===== config.mk =====
export PLATFORM = sky130hd
export DESIGN_NAME = cipher_fifo_dispatch
export DESIGN_NICKNAME = d
export VERILOG_FILES = /design/src/rtl/cfd_pkg.sv /design/src/rtl/cfd_fifo.sv /design/src/rtl/cfd_engine_stub.sv /design/src/rtl/cfd_dispatch.sv /design/src/rtl/cipher_fifo_dispatch.sv
export SDC_FILE = /design/constraint.sdc
export NUM_CORES = 1
export LEC_CHECK = 0
export BUFFER_PORTS_ARGS = -buffer_cell sky130_fd_sc_hd__buf_2
export CAP_MARGIN = 20
export CELL_PAD_IN_SITES_DETAIL_PLACEMENT = 1
export CELL_PAD_IN_SITES_GLOBAL_PLACEMENT = 2
export CORE_ASPECT_RATIO = 1.4
export CORE_UTILIZATION = 42
export DETAILED_ROUTE_END_ITERATION = 10
export MAX_ROUTING_LAYER = met4
export PLACE_DENSITY_LB_ADDON = 0.1
export SETUP_SLACK_MARGIN = 0.02
export SLEW_MARGIN = 10
export SYNTH_ARGS = -nofsm -noshare
export SYNTH_HDL_FRONTEND = slang
export SYNTH_HIERARCHICAL = 1
export SYNTH_SLANG_ARGS = --single-unit

===== constraint.sdc =====
create_clock -name clk -period 5.6 [get_ports clk]
set_clock_uncertainty 0.05 [all_clocks]
set_input_delay 1.12 -clock clk [delete_from_list [all_inputs] [get_ports clk]]
set_output_delay 1.12 -clock clk [all_outputs]
set_load 0.02 [all_outputs]

===== src/rtl/cfd_pkg.sv =====
// Package: shared types for the cipher FIFO dispatch controller.
// Assumes at most four 32-bit words per cipher block.
package cfd_pkg;

    localparam int unsigned MAX_BLK = 4;

    // Configuration layout; enable sits at bit 0.
    typedef struct packed {
        logic [1:0] dtype;
        logic [1:0] ksize;
        logic       decrypt;
        logic       wide;
        logic       enable;
    } cfg_t;

    typedef enum logic [2:0] {
        ST_IDLE,
        ST_KPREP,
        ST_LOAD,
        ST_GO,
        ST_CALC,
        ST_STORE
    } disp_state_t;

endpackage


===== src/rtl/cfd_fifo.sv =====
// Module: cfd_fifo
// Synchronous show-ahead FIFO with a flush. Pushes when full and pops when
// empty are dropped. Flush has priority over push and pop in the same cycle.
// Assumes DEPTH >= 2.
module cfd_fifo #(
    parameter int unsigned WIDTH = 32,
    parameter int unsigned DEPTH = 8,
    localparam int unsigned AW = $clog2(DEPTH),
    localparam int unsigned CW = $clog2(DEPTH + 1)
) (
    input  logic             clk,
    input  logic             rst_n,
    input  logic             flush,
    input  logic             push,
    input  logic [WIDTH-1:0] wdata,
    input  logic             pop,
    output logic [WIDTH-1:0] rdata,
    output logic [CW-1:0]    level,
    output logic             full,
    output logic             empty
);

    logic [WIDTH-1:0] mem [DEPTH];
    logic [AW-1:0]    wr_ptr;
    logic [AW-1:0]    rd_ptr;
    logic [CW-1:0]    cnt;
    logic             do_push;
    logic             do_pop;

    function automatic logic [AW-1:0] bump(input logic [AW-1:0] p);
        return (p == AW'(DEPTH - 1)) ? '0 : p + 1'b1;
    endfunction

    // Qualify requests against occupancy and flush.
    always_comb begin
        full    = (cnt == CW'(DEPTH));
        empty   = (cnt == '0);
        do_push = push && !full && !flush;
        do_pop  = pop && !empty && !flush;
        rdata   = mem[rd_ptr];
        level   = cnt;
    end

    // Storage write.
    always_ff @(posedge clk) begin
        if (do_push) begin
            mem[wr_ptr] <= wdata;
        end
    end

    // Pointer and occupancy tracking.
    always_ff @(posedge clk) begin
        if (!rst_n || flush) begin
            wr_ptr <= '0;
            rd_ptr <= '0;
            cnt    <= '0;
        end else begin
            if (do_push) wr_ptr <= bump(wr_ptr);
            if (do_pop)  rd_ptr <= bump(rd_ptr);
            cnt <= cnt + CW'(do_push) - CW'(do_pop);
        end
    end

    AST_NO_OVERFLOW: assert property (@(posedge clk) disable iff (!rst_n)
        (push && full && !pop && !flush) |=> (cnt == $past(cnt)));
    AST_NO_UNDERFLOW: assert property (@(posedge clk) disable iff (!rst_n)
        (pop && empty && !push && !flush) |=> empty);
    AST_LEVEL_BOUND: assert property (@(posedge clk) disable iff (!rst_n)
        cnt <= CW'(DEPTH));

endmodule


===== src/rtl/cfd_engine_stub.sv =====
// Module: cfd_engine_stub
// Placeholder cipher core. A start pulse begins either a key-preparation pass
// (KEY_LAT cycles) or a block pass (BLK_LAT cycles). done pulses for one cycle
// when the pass ends. The block result is the input word XOR MASK for encrypt
// and XOR ~MASK for decrypt. Assumes start is never pulsed while running.
module cfd_engine_stub
    import cfd_pkg::*;
#(
    parameter int unsigned BLK_LAT = 16,
    parameter int unsigned KEY_LAT = 24,
    parameter logic [31:0] MASK    = 32'h5A3C_96E1,
    localparam int unsigned MAXLAT = (BLK_LAT > KEY_LAT) ? BLK_LAT : KEY_LAT,
    localparam int unsigned LW     = $clog2(MAXLAT + 1)
) (
    input  logic                      clk,
    input  logic                      rst_n,
    input  logic                      start,
    input  logic                      keyprep,
    input  logic                      decrypt,
    input  logic [MAX_BLK-1:0][31:0]  blk_in,
    output logic                      done,
    output logic [MAX_BLK-1:0][31:0]  res
);

    logic          running;
    logic [LW-1:0] cnt;

    // Latency countdown for the pass in flight.
    always_ff @(posedge clk) begin
        if (!rst_n) begin
            running <= 1'b0;
            cnt     <= '0;
        end else if (start) begin
            running <= 1'b1;
            cnt     <= keyprep ? LW'(KEY_LAT - 1) : LW'(BLK_LAT - 1);
        end else if (running) begin
            if (cnt == '0) running <= 1'b0;
            else           cnt <= cnt - 1'b1;
        end
    end

    // Capture the stand-in result when a block pass starts.
    always_ff @(posedge clk) begin
        if (!rst_n) begin
            res <= '0;
        end else if (start && !keyprep) begin
            for (int w = 0; w < MAX_BLK; w++) begin
                res[w] <= blk_in[w] ^ (decrypt ? ~MASK : MASK);
            end
        end
    end

    // Completion pulse.
    always_comb done = running && (cnt == '0);

    AST_START_WHEN_FREE: assert property (@(posedge clk) disable iff (!rst_n)
        start |-> !running);
    AST_DONE_SINGLE: assert property (@(posedge clk) disable iff (!rst_n)
        done |=> !done);

endmodule


===== src/rtl/cfd_dispatch.sv =====
// Module: cfd_dispatch
// Sequencer that loads a block from the input queue, runs the engine and
// stores the result into the output queue. It waits for a full block of input
// and a block of output space, and inserts a key-preparation pass before the
// first wide decryption. busy is high whenever it is not idle.
// Assumes configuration inputs are stable while busy.
module cfd_dispatch
    import cfd_pkg::*;
#(
    parameter int unsigned DEPTH = 8,
    localparam int unsigned CW = $clog2(DEPTH + 1)
) (
    input  logic                      clk,
    input  logic                      rst_n,
    input  logic                      enable,
    input  logic                      wide,
    input  logic                      decrypt,
    input  logic                      cfg_accept,
    input  logic [CW-1:0]             in_level,
    input  logic [31:0]               in_rdata,
    output logic                      in_pop,
    input  logic [CW-1:0]             out_level,
    output logic                      out_push,
    output logic [31:0]               out_wdata,
    output logic                      eng_start,
    output logic                      eng_keyprep,
    output logic [MAX_BLK-1:0][31:0]  eng_blk,
    input  logic                      eng_done,
    input  logic [MAX_BLK-1:0][31:0]  eng_res,
    output logic                      busy
);

    disp_state_t state;
    logic [1:0]  idx;
    logic [31:0] buf_q [MAX_BLK];
    logic        key_ready;
    logic [CW-1:0] blk_n;
    logic [CW-1:0] out_space;
    logic [1:0]  last_idx;
    logic        go;
    logic        need_key;

    // Dispatch conditions and handshake outputs.
    always_comb begin
        blk_n       = wide ? CW'(4) : CW'(2);
        last_idx    = wide ? 2'd3 : 2'd1;
        out_space   = CW'(DEPTH) - out_level;
        go          = enable && (in_level >= blk_n) && (out_space >= blk_n);
        need_key    = wide && decrypt && !key_ready;
        eng_keyprep = (state == ST_IDLE);
        eng_start   = ((state == ST_IDLE) && go && need_key) || (state == ST_GO);
        in_pop      = (state == ST_LOAD);
        out_push    = (state == ST_STORE);
        out_wdata   = eng_res[idx];
        busy        = (state != ST_IDLE);
        for (int w = 0; w < MAX_BLK; w++) begin
            eng_blk[w] = buf_q[w];
        end
    end

    // Block staging buffer.
    always_ff @(posedge clk) begin
        if (state == ST_LOAD) begin
            buf_q[idx] <= in_rdata;
        end
    end

    // Key-preparation validity; a new configuration forces another pass.
    always_ff @(posedge clk) begin
        if (!rst_n || cfg_accept) begin
            key_ready <= 1'b0;
        end else if ((state == ST_KPREP) && eng_done) begin
            key_ready <= 1'b1;
        end
    end

    // Sequencer state and word index.
    always_ff @(posedge clk) begin
        if (!rst_n) begin
            state <= ST_IDLE;
            idx   <= '0;
        end else begin
            unique case (state)
                ST_IDLE: begin
                    idx <= '0;
                    if (go) state <= need_key ? ST_KPREP : ST_LOAD;
                end
                ST_KPREP: if (eng_done) state <= ST_IDLE;
                ST_LOAD: begin
                    idx <= (idx == last_idx) ? 2'd0 : idx + 1'b1;
                    if (idx == last_idx) state <= ST_GO;
                end
                ST_GO:   state <= ST_CALC;
                ST_CALC: if (eng_done) state <= ST_STORE;
                ST_STORE: begin
                    idx <= (idx == last_idx) ? 2'd0 : idx + 1'b1;
                    if (idx == last_idx) state <= ST_IDLE;
                end
                default: state <= ST_IDLE;
            endcase
        end
    end

    AST_DISPATCH_FILL: assert property (@(posedge clk) disable iff (!rst_n)
        (state == ST_LOAD && $past(state) == ST_IDLE) |-> ($past(in_level) >= $past(blk_n)));
    AST_DISPATCH_ROOM: assert property (@(posedge clk) disable iff (!rst_n)
        (state == ST_LOAD && $past(state) == ST_IDLE) |-> ($past(out_space) >= $past(blk_n)));
    AST_KEY_FIRST: assert property (@(posedge clk) disable iff (!rst_n)
        (state == ST_LOAD && wide && decrypt) |-> key_ready);
    AST_NO_START_OFF: assert property (@(posedge clk) disable iff (!rst_n)
        (state == ST_LOAD && $past(state) == ST_IDLE) |-> $past(enable));
    AST_BURST_STORE: assert property (@(posedge clk) disable iff (!rst_n)
        (out_push && idx != last_idx) |=> out_push);

endmodule


===== src/rtl/cipher_fifo_dispatch.sv =====
// Module: cipher_fifo_dispatch (top)
// Input and output word queues around a stub cipher engine, the
// configuration register with its busy lock, and the status word.
// Assumes FIFO_DEPTH >= 4 so that a wide block fits.
module cipher_fifo_dispatch
    import cfd_pkg::*;
#(
    parameter int unsigned FIFO_DEPTH = 8,
    parameter int unsigned BLK_LAT    = 16,
    parameter int unsigned KEY_LAT    = 24,
    parameter logic [31:0] STUB_MASK  = 32'h5A3C_96E1
) (
    input  logic        clk,
    input  logic        rst_n,
    input  logic        cfg_we,
    input  logic [6:0]  cfg_wdata,
    output logic [6:0]  cfg_q,
    input  logic        flush,
    input  logic        in_push,
    input  logic [31:0] in_data,
    input  logic        out_pop,
    output logic [31:0] out_data,
    output logic [31:0] status
);

    localparam int unsigned CW = $clog2(FIFO_DEPTH + 1);

    cfg_t                     cfg_r;
    logic                     busy;
    logic                     cfg_accept;
    logic [CW-1:0]            in_level;
    logic [CW-1:0]            out_level;
    logic                     in_full, in_empty, out_full, out_empty;
    logic [31:0]              in_rdata;
    logic                     in_pop;
    logic                     out_push;
    logic [31:0]              out_wdata;
    logic                     eng_start, eng_keyprep, eng_done;
    logic [MAX_BLK-1:0][31:0] eng_blk;
    logic [MAX_BLK-1:0][31:0] eng_res;

    // Configuration register; only enable may change while busy.
    always_ff @(posedge clk) begin
        if (!rst_n) begin
            cfg_r <= '0;
        end else if (cfg_we) begin
            if (busy) cfg_r.enable <= cfg_wdata[0];
            else      cfg_r        <= cfg_t'(cfg_wdata);
        end
    end

    // Readback, write acceptance and status word.
    always_comb begin
        cfg_q      = cfg_r;
        cfg_accept = cfg_we && !busy;
        status     = {27'd0, busy, out_full, !out_empty, !in_full, in_empty};
    end

    cfd_fifo #(.WIDTH(32), .DEPTH(FIFO_DEPTH)) i_in_fifo (
        .clk   (clk),
        .rst_n (rst_n),
        .flush (flush),
        .push  (in_push),
        .wdata (in_data),
        .pop   (in_pop),
        .rdata (in_rdata),
        .level (in_level),
        .full  (in_full),
        .empty (in_empty)
    );

    cfd_fifo #(.WIDTH(32), .DEPTH(FIFO_DEPTH)) i_out_fifo (
        .clk   (clk),
        .rst_n (rst_n),
        .flush (flush),
        .push  (out_push),
        .wdata (out_wdata),
        .pop   (out_pop),
        .rdata (out_data),
        .level (out_level),
        .full  (out_full),
        .empty (out_empty)
    );

    cfd_dispatch #(.DEPTH(FIFO_DEPTH)) i_dispatch (
        .clk         (clk),
        .rst_n       (rst_n),
        .enable      (cfg_r.enable),
        .wide        (cfg_r.wide),
        .decrypt     (cfg_r.decrypt),
        .cfg_accept  (cfg_accept),
        .in_level    (in_level),
        .in_rdata    (in_rdata),
        .in_pop      (in_pop),
        .out_level   (out_level),
        .out_push    (out_push),
        .out_wdata   (out_wdata),
        .eng_start   (eng_start),
        .eng_keyprep (eng_keyprep),
        .eng_blk     (eng_blk),
        .eng_done    (eng_done),
        .eng_res     (eng_res),
        .busy        (busy)
    );

    cfd_engine_stub #(.BLK_LAT(BLK_LAT), .KEY_LAT(KEY_LAT), .MASK(STUB_MASK)) i_engine (
        .clk     (clk),
        .rst_n   (rst_n),
        .start   (eng_start),
        .keyprep (eng_keyprep),
        .decrypt (cfg_r.decrypt),
        .blk_in  (eng_blk),
        .done    (eng_done),
        .res     (eng_res)
    );

    AST_CFG_LOCK: assert property (@(posedge clk) disable iff (!rst_n)
        (cfg_we && busy) |=> (cfg_q[6:1] == $past(cfg_q[6:1])));
    AST_FLUSH_INPUT: assert property (@(posedge clk) disable iff (!rst_n)
        flush |=> in_empty);
    AST_STATUS_HIGH_ZERO: assert property (@(posedge clk) disable iff (!rst_n)
        status[31:5] == 27'd0);

endmodule


# [Yosys cells after proc, flatten, opt, wreduce, memory -nomap -nowiden]
# Memories as Yosys holds them, arrays and structs flattened. A register that Yosys moved wholly into a read port is not among the register bits.
# Index checks and enable logic that the tools add are counted.
[word_totals] memories=3 elab_cells=136 mem_bits_rw=640 out_inout_bits=71 ff_bits=167
[memory_table] memory="i_in_fifo.mem" words=8 word_bits=32 read_ports=1 rd_clocked_by_memory_dff=1 write_ports=1 line="cfd_fifo.sv:23" source="logic [WIDTH-1:0] mem [DEPTH];"
[memory_table] memory="i_out_fifo.mem" words=8 word_bits=32 read_ports=1 rd_clocked_by_memory_dff=1 write_ports=1 line="cfd_fifo.sv:23"
[memory_table] memory="i_dispatch.buf_q" words=4 word_bits=32 read_ports=4 rd_clocked_by_memory_dff=0 write_ports=1 line="cfd_dispatch.sv:35" source="logic [31:0] buf_q [MAX_BLK];"
[classes] mux=35 eq_ne=18 n_lt_le_gt_ge=3 n_addsub=11 reduce_logical=41 bitwise_logic=5
[ops] operator="bitwise XOR 32 bit" count=4
[ops] operator="binary-select mux 32 bit (select 2 bit)" count=1
[ops] operator="two-way mux 32 bit" count=2
[ops] operator="two-way mux 3 bit" count=14
[ops] operator="two-way mux 5 bit" count=4
[ops] operator="equality test 3 bit, second input constant" count=6
[ops] operator="logical AND 1 bit" count=18
[ops] operator="case mux 3 bit (6 select lines)" count=1
[ops] operator="adder 3 x 1 -> 3 bit, second input constant" count=4
[ops] operator="!= test 2 x 1 -> 1 bit, second input constant" count=5
[ops] operator="logical NOT 1 bit" count=9
[ops] operator="two-way mux 1 bit" count=9
[ops] operator="adder 4 x 1 -> 4 bit" count=2
[ops] operator="equality test 4 bit, second input constant" count=2
[ops] operator="greater-or-equal comparator 4 bit" count=2
[ops] operator="logical NOT 4 bit" count=2
[ops] operator="subtractor 4 x 1 -> 4 bit" count=2
[ops] operator="equality test 3 x 2 -> 1 bit, second input constant" count=2
[ops] operator="two-way mux 2 bit" count=3
[ops] operator="logical NOT 5 bit" count=1
[ops] operator="AND reduction 5 bit" count=1
[ops] operator="subtractor 5 x 1 -> 5 bit, second input constant" count=1
[ops] operator="case mux 2 bit (2 select lines)" count=1
[ops] operator="AND reduction 2 bit" count=2
[ops] operator="other kinds (12)" count=15

# [Longest topological paths before layout]
# Gate-level depths: netlist of the first run.
[logic_depth] ltp_word=9 ltp_mapped=14

# [Modules after synthesis]
# The synthesis of the first run kept the hierarchy.
[modules_own_cells] module="cfd_fifo" cells_per_inst=448 seq_area_each_um2=7947.6 area_each_um2=10462.5 instances=2
[modules_own_cells] module="cfd_engine_stub" cells_per_inst=669 seq_area_each_um2=2682.6 area_each_um2=5793.1 instances=1
[modules_own_cells] module="cfd_dispatch" cells_per_inst=251 seq_area_each_um2=3963.8 area_each_um2=5258.8 instances=1
[modules_own_cells] module="cipher_fifo_dispatch" cells_per_inst=63 seq_area_each_um2=140.1 area_each_um2=521.8 instances=1

# [Worst setup path before layout of the first run]
# No wires, ideal clock.
[synth_path] path_kind="input port to flip-flop" startpoint="input in_push" endpoint="memory i_in_fifo.mem[4][0], enable pin" slack_ns=0.143 path_stages=3 arrival_ns=4.894 required_time_ns=5.037 path_cell_list="nor2b_1 -> nand2_1 -> nor4b_1"
[synth_via] elab_chain_len=4
[synth_lines] element="from (decl)" line="cipher_fifo_dispatch.sv:19" source="input logic in_push,"
[synth_lines] element="logical AND 1 bit (2 in a row)" line="cfd_fifo.sv:38" source="do_push = push && !full && !flush;"
[synth_lines] element="two-way mux 1 bit" line="cfd_fifo.sv:46" source="if (do_push) begin"
[synth_lines] element="two-way mux 1 bit (not written as such)" line="cfd_fifo.sv:47" source="mem[wr_ptr] <= wdata;"
[synth_lines] element="to (decl)" line="cfd_fifo.sv:23"
# No other way between the ends.

==> results of run 1 <==
-- flip-flops by register name (all words and copies together) (netlist names), named ones only --
signal / count
i_out_fifo/rd_ptr: 3
i_dispatch/key_ready: 1
i_dispatch/buf_q: 128
i_in_fifo/rd_ptr: 3
i_out_fifo/wr_ptr: 3
i_dispatch/idx: 2
cfg_q: 7
i_in_fifo/mem: 256
i_in_fifo/wr_ptr: 3
i_in_fifo/level: 4
i_out_fifo/level: 4
i_engine/cnt: 5
i_dispatch/state: 3
i_out_fifo/mem: 256
i_engine/running: 1
i_engine/res: 128
-- logic make-up (layout without fill, tap and decap cells) --
logic type | Yosys count | in the layout | synth area share (%)
DFF | 813 | 813 | 69.8
and+or+nand+nor | 309 | 309 | 4.18
muxes | 240 | 240 | 14.7
AOI/OAI and AO/OA | 176 | 176 | 3.45
buffers and inverters | 174 | 312 | 2.99
xor gates and xnor gates | 134 | 134 | 3.63
adders and majority gates | 32 | 32 | 1.28
other | 1 | 31 | 0.0115
-- cells in the mapped netlist (3+ instances only) --
| library cell | number | area share (%) |
|---|---|---|
| a21oi_1 | 79 | 1.2 |
| and2_1 | 4 | 0.077 |
| nor4b_1 | 4 | 0.11 |
| xnor2_1 | 130 | 3.5 |
| nor2b_1 | 6 | 0.12 |
| nand2_1 | 162 | 1.9 |
| mux2_2 | 64 | 2.2 |
| clkbuf_1 | 26 | 0.30 |
| nor3b_1 | 5 | 0.12 |
| nor3_1 | 9 | 0.14 |
| nor4_1 | 4 | 0.077 |
| o21ai_0 | 9 | 0.14 |
| nand2b_1 | 7 | 0.13 |
| buf_1 | 16 | 0.18 |
| mux4_2 | 86 | 6.0 |
| or3_1 | 3 | 0.058 |
| edfxtp_1 | 640 | 59 |
| ha_1 | 30 | 1.2 |
| mux2i_1 | 16 | 0.49 |
| buf_2 | 42 | 0.65 |
| buf_6 | 17 | 0.59 |
| buf_4 | 37 | 0.85 |
| or3b_2 | 4 | 0.11 |
| mux4_1 | 74 | 6.0 |
| inv_1 | 34 | 0.39 |
| a211oi_1 | 65 | 1.5 |
| nand3_1 | 10 | 0.15 |
| dfxtp_1 | 173 | 11 |
| nor2_1 | 76 | 0.88 |
| and3_1 | 5 | 0.096 |
| xor2_1 | 3 | 0.081 |
-- cells in the final DEF (no fill, tap or decap), types with 64 or more instances in the layout --
cell	n
mux4_2	86
xnor2_1	130
nand2_1	162
edfxtp_1	640
dfxtp_1	166
mux2_2	64
buf_2	88
a211oi_1	65
mux4_1	74
a21oi_1	79
clkbuf_16	83
nor2_1	74
-- per-stage QoR --
stage | power (mW) | instance area [sq um]
6_report | 12.1 | 36500
5_1_grt | 12.5 | 36500
4_1_cts | 12.3 | 36500
3_5_place_dp | 6.92 | 33900
3_3_place_gp | 6.91 | 33900
2_1_floorplan | 6.84 | 32600
-- routing by layer --
metal,vias up,share of wire [%]
met5,-,0
met4,0,1.9
met3,86,3.2
met2,219,52
met1,8165,43
li1,7396,-
-- worst paths after layout --
kind / end / cells after the start
worst max-delay path: out_data[15] / 4
worst min-delay path: i_engine/res[30]$_SDFFE_PN0P_ / 2
worst max register to register: i_engine/res[45]$_SDFFE_PN0P_ / 12
worst min register to register: i_engine/res[30]$_SDFFE_PN0P_ / 2
-- where the power goes --
| group | internal, mW | total [mW] | switching, mW |
|---|---|---|---|
| Clock | 3.07 | 5.30 | 2.23 |
| Sequential | 6.49 | 6.51 | 0.0210 |
| Combinational | 0.0968 | 0.268 | 0.171 |
-- critical path: cells and delay by family, from the launching register on --
kind / cells / cell delay, ns
buffers and inverters: 2 / 0.56
muxes: 2 / 0.88
DFF: 1 / 0.98
-- final cells by class --
cell class | count | area (sq um)
fill | 7231 | 40100
clock inverter | 36 | 335
antenna | 4 | 10.0
timing repair buffer | 127 | 783
clock buffer | 113 | 2240
tap | 976 | 1220
inverter | 36 | 138
sequential | 813 | 22700
multi-input combinational | 918 | 9050
==> results.md, run 1 <==
* Status: finished clean
* HPWL Detailed at between 30000 and 40000 um
* Unrepaired setup endpoints after global routing: false
* Slowest stage cell on the critical path: dfxtp_4
* Pwr Density at approximately 330 nW/um^2
* Fin nets at 2054
* Layout Cells excl Fill at between 3000 and 4000
* Share of layout cells above drive strength 1 at 21.2%
* Buffers on Ports at a little under 90
* Synthesized instance count at 1879
* Critical path class: flip-flop to primary output
* Cts-stage hold buffer count at 0
* Crit end category: primary output
* Dpl cells at 2870
* Initial core utilization at a little over two fifths
* Detailed Route Iter0 Violations at 708
* Reg clk slew, reported paths at roughly 0.06 ns
* CP cell instances: buf_4 > mux4_1 > mux2_2 > buf_2
* Die width at ~240 um
* Pre-CTS setup slack at about 1.5 ns
* Final Hold Fails at 0
* M1 GR Usage at a little over a fifth
* Min cycle time layout at roughly 4.3 ns
* Post-CTS Resized at 0
* Syn-to-layout area delta at 12.2%
* GRT met2 Usage at 31.0%
* Worst Path Arrival at a little over 3 ns
* Num CTS Buffers at between 80 and 90
* R2r startpoint: i_out_fifo/level[1]$_SDFF_PP0_
* Slew HR at 32.7%
* Max Slew Vio Count at 0
* # rows at 120
* Htree depth at 3
* I/O pin total at 116
* Lkg Pwr at around 12 nW
* Residual DRC count at 0
* GR peak layer: met2
* WHS at between 0.4 and 0.5 ns
* HP Start: i_engine/res[30]$_SDFFE_PN0P_
* Post-DR wirelength/cell at around 22 um
* Hold/Removal Path Class: flip-flop to flip-flop
* Drt via density at 5.25
* Clk sinks at between 800 and 900
* CTS tree: yes
* CP max stage delay at ~0.98 ns
* Largest net degree at the start of global routing at 84
* Post-synth cell types at 62
* Global-route usage over all layers at approximately 18%
* Pre-antenna DRT Iters at 5
* Max cap viols at 0
* Worst-Margin Slew at between 1 and 1.5 ns
* Period utilization at about 76%
* CP required at 4.43 ns
* Synthesized cell area at around 32000 sq um
* Setup violations, final at 0
* Wirelength, routed at ~66000 um
* Post-synth top flop: edfxtp_1
* Skew-Pair Late Insertion Delay at 0.63 ns
* First-pass GRT wire length at 102000 um
* Post-DRT Antenna Nets at 0
* Crit Path Max Fanout at 53
* Startpoint type of the worst setup path: flip-flop
* Core ar. at between 70000 and 80000 sq um
* Highest clock rate at 234 MHz
* Vias in the first global route at ~17000
* Finished Core Util at approximately 48%
* Seq/Total Area, Yosys at between 60 and 70%
* Clock root cell: clkbuf_16
* Setup WS post-layout at between 1 and 1.5 ns
* Ys Warns at 6
* TNS Setup at 0 ns
* R2r setup slk at ~1.6 ns
* Avg Inst Size Synth at 17.3 sq um
* Met3 Resource Use GR at approximately 2.6%
* Final Wtd Congestion at 0.691
* Height of the die at roughly 330 um
* CTS Buffer Depth at 3
* Setup bufs post-CTS at 0
* Initial antenna violation count at 2
* Die area at between 70000 and 80000 sq um
* Async SR Flop Fraction at 0%
* FF+latch count, synth at between 800 and 900
* EDFF count, synth at 640
* Via count at between 15000 and 20000
* Total gr overflow at 0
* Worst ir drop on vdd at roughly 0.25 mV
No activity file was read; power rests on OpenSTA's default activity.
==> run 2: changes to the inputs <==
- CORE_UTILIZATION: 42 -> 46
- clock period: 5.6 -> 4.1 ns (I/O delays scaled with it)
==> results.md, run 2 (synthesized netlist as in run 1, its figures left out) <==
* Initial core utilization at 46.8% (+4.3 points)
* Lkg Pwr at 11.6 nW (about the same)
* CP cell instances: buf_12 > mux4_1 > mux2_2 > buf_2
* Reg power frac at 54.0% (about the same)
* R2r worst-path depth at 12 (unchanged)
* Post-DR wirelength/cell at 21.7 um (about the same)
* NetSw at 3.31 mW (+37%)
* FILL cells at 6321 (-13%)
* Height of the die at 316 um (-4.4%)
* Global-route usage over all layers at 19.1% (+1.4 points)
* Dpl cells at 2819 (-1.8%)
* Syn-to-layout area delta at 12.2% (about the same)
* Max Slew Vio Count at 0 (unchanged)
* Top delay family on crit path: multiplexers
* Num CTS Buffers at 78 (-3.7%)
* Setup bufs post-CTS at 0 (unchanged)
* Buffers on Ports at 88 (unchanged)
* Reg clk slew, reported paths at 0.06 ns (about the same)
* Via count at 15900 (+0.43%)
* Unrepaired setup endpoints after global routing: false
* # rows at 114 (-5.0%)
* Placed cell areas at 33900 sq um (about the same)
* Initial antenna violation count at 1 (-1)
* Layout Cells excl Fill at 2963 (-2.0%)
* Worst-Margin Slew at 1.06 ns (+0.0469 ns)
* Setup WS post-layout at 0.520 ns (-0.801 ns)
* Int Pwr at 13.2 mW (+36%)
* Worst Path Arrival at 2.71 ns (-0.40 ns)
* Crit Path Max Fanout at 34 (-36%)
* Critical path class: flip-flop to primary output
* Status: finished clean
* HPWL Detailed at 37700 um (-3.8%)
* Most frequent cells in the layout: edfxtp_1 (640), dfxtp_1 (166), nand2_1 (162)
* Critical path buffers and inverters at 2 (unchanged)
* Largest regs: i_in_fifo/mem x256, i_out_fifo/mem x256
* Clock root cell: clkbuf_16
* TNS Setup at 0 ns (unchanged)
* Startpoint type of the worst setup path: flip-flop
* Die area at 71700 sq um (-8.6%)
* Slowest stage cell on the critical path: dfxtp_4
* Die width at 227 um (-4.4%)
* Crit end category: primary output
* Htree depth at 3 (unchanged)
* Vias in the first global route at 17100 (+0.19%)
* Switching part of the total at 20.1% (+0.054 points)
* Highest clock rate at roughly 280 MHz
* CP required at 3.23 ns (-1.20 ns)
* Post-route cell area at 36500 sq um (about the same)
* Worst ir drop on vdd at 0.368 mV (+45%)
* Hold/Removal Path Class: primary input to flip-flop
* Comb pwr share at 2.2% (about the same)
* Pwr Density at 452 nW/um^2 (+36%)
* CTS Buffer Depth at 3 (unchanged)
* Most common cell after layout, fill and taps aside: edfxtp_1
* Detailed Route Iter0 Violations at 834 (+18%)
* CTS tree: yes
* Fin nets at 2048 (-0.29%)
* Max cap viols at 0 (unchanged)
* Residual DRC count at 0 (unchanged)
* Core ar. at 69500 sq um (-9.3%)
* Pre-CTS setup slack at 0.974 ns (-0.527 ns)
* Skew-Pair Late Insertion Delay at 0.63 ns (about the same)
* Slew HR at 29.6% (-3.1 points)
* Min cycle time layout at roughly 3.6 ns
* Final Wtd Congestion at 0.715 (+3.5%)
* First-pass GRT wire length at 100000 um (-1.8%)
* Setup violations, final at 0 (unchanged)
* Post-DRT Antenna Nets at 0 (unchanged)
* Cts-stage hold buffer count at 0 (unchanged)
* I/O pin total at 116 (unchanged)
* Wirelength, routed at 64300 um (-2.0%)
* Period utilization at 87.3%
* Clk sinks at 813 (unchanged)
* Total gr overflow at 0 (unchanged)
* Share of layout cells above drive strength 1 at 21.3% (+0.15 points)
* Post-CTS Resized at 0 (unchanged)
* Drt via density at 5.38 (+2.5%)
* Final Hold Fails at 0 (unchanged)
* Pre-antenna DRT Iters at 5 (unchanged)
* Cell count of the worst hold path at 3 (+1)
* Critical path depth at 4 (unchanged)
* CP max stage delay at 0.63 ns (-0.35 ns)
* Clock Power Share at 43.8% (about the same)
* Largest net degree at the start of global routing at 101 (+20%)
## run 2: changes by cell type in the layout (fill, tap and decap cells not counted), moves of 2 or more
cell | previous run | this run
nor4_2 | 2 | 0
nor4_4 | 0 | 2
buf_12 | 4 | 7
clkbuf_8 | 5 | 1
clkinv_4 | 0 | 2
diode_2 | 4 | 2
clkinv_2 | 13 | 16
nor4b_4 | 0 | 4
buf_4 | 35 | 29
clkbuf_1 | 25 | 14
nor4b_2 | 4 | 0
clkinvlp_4 | 3 | 6
## run 2: cell type report
cell class                 instances  area [sq um]  area share, %
antenna                            2          5.00         0.0137
clock buffer                      98          2140           5.88
inverter                          36           136          0.374
clock inverter                    44           428           1.17
multi-input combinational        918          9100           25.0
tap                              928          1160           3.18
timing repair buffer             124           798           2.19
sequential                       813         22700           62.2
## run 2: final timing paths
check                                                endpoint  slack, ns                      startpoint
worst max-delay path                             out_data[13]       0.52                       flip-flop
worst min-delay path                    cfg_q[2]$_SDFFE_PN0P_       0.40                    cfg_wdata[2]
worst max register to register  i_engine/res[38]$_SDFFE_PN0P_       0.94  i_out_fifo/level[1]$_SDFF_PP0_
worst min register to register  i_engine/res[60]$_SDFFE_PN0P_       0.40   i_engine/res[60]$_SDFFE_PN0P_
## run 2: layer usage
| metal | share of wire [%] | track usage, % |
|---|---|---|
| met5 | 0 | - |
| met4 | 1.7 | 5.37 |
| met3 | 3.1 | 2.84 |
| met2 | 53 | 33.6 |
| met1 | 43 | 22.8 |
## run 2: through the flow
stage | utilization [%] | total power, mW | hold WS, ns
final | 52.5 | 16.5 | 0.399
after global routing | 52.5 | 17.0 | 0.394
after CTS | 52.5 | 16.7 | 0.364
after detailed placement | 48.8 | 9.45 | 0.395
after global placement | 48.8 | 9.44 | 0.385
after floorplan | - | 9.34 | 0.379
## run 2: worst reg2reg max path, stage by stage, from the launching register on
cell	delay, ns
dfxtp_1	0.45
inv_1	0.08
ha_1	0.20
xnor2_1	0.13
ha_1	0.26
a21boi_0	0.12
o311ai_1	0.46
o21ai_0	0.17
buf_4	0.19
nand2b_2	0.06
buf_4	0.53
nand2_1	0.22
a21oi_1	0.17
## run 2: power by group through the flow
stage / Clock (mW) / Combinational, mW / Sequential (mW)
floorplan: 0 / 0.278 / 9.07
global placement: 0 / 0.362 / 9.07
detailed placement: 0 / 0.373 / 9.08
CTS: 7.42 / 0.375 / 8.90
global route: 7.69 / 0.406 / 8.90
finish: 7.22 / 0.367 / 8.90
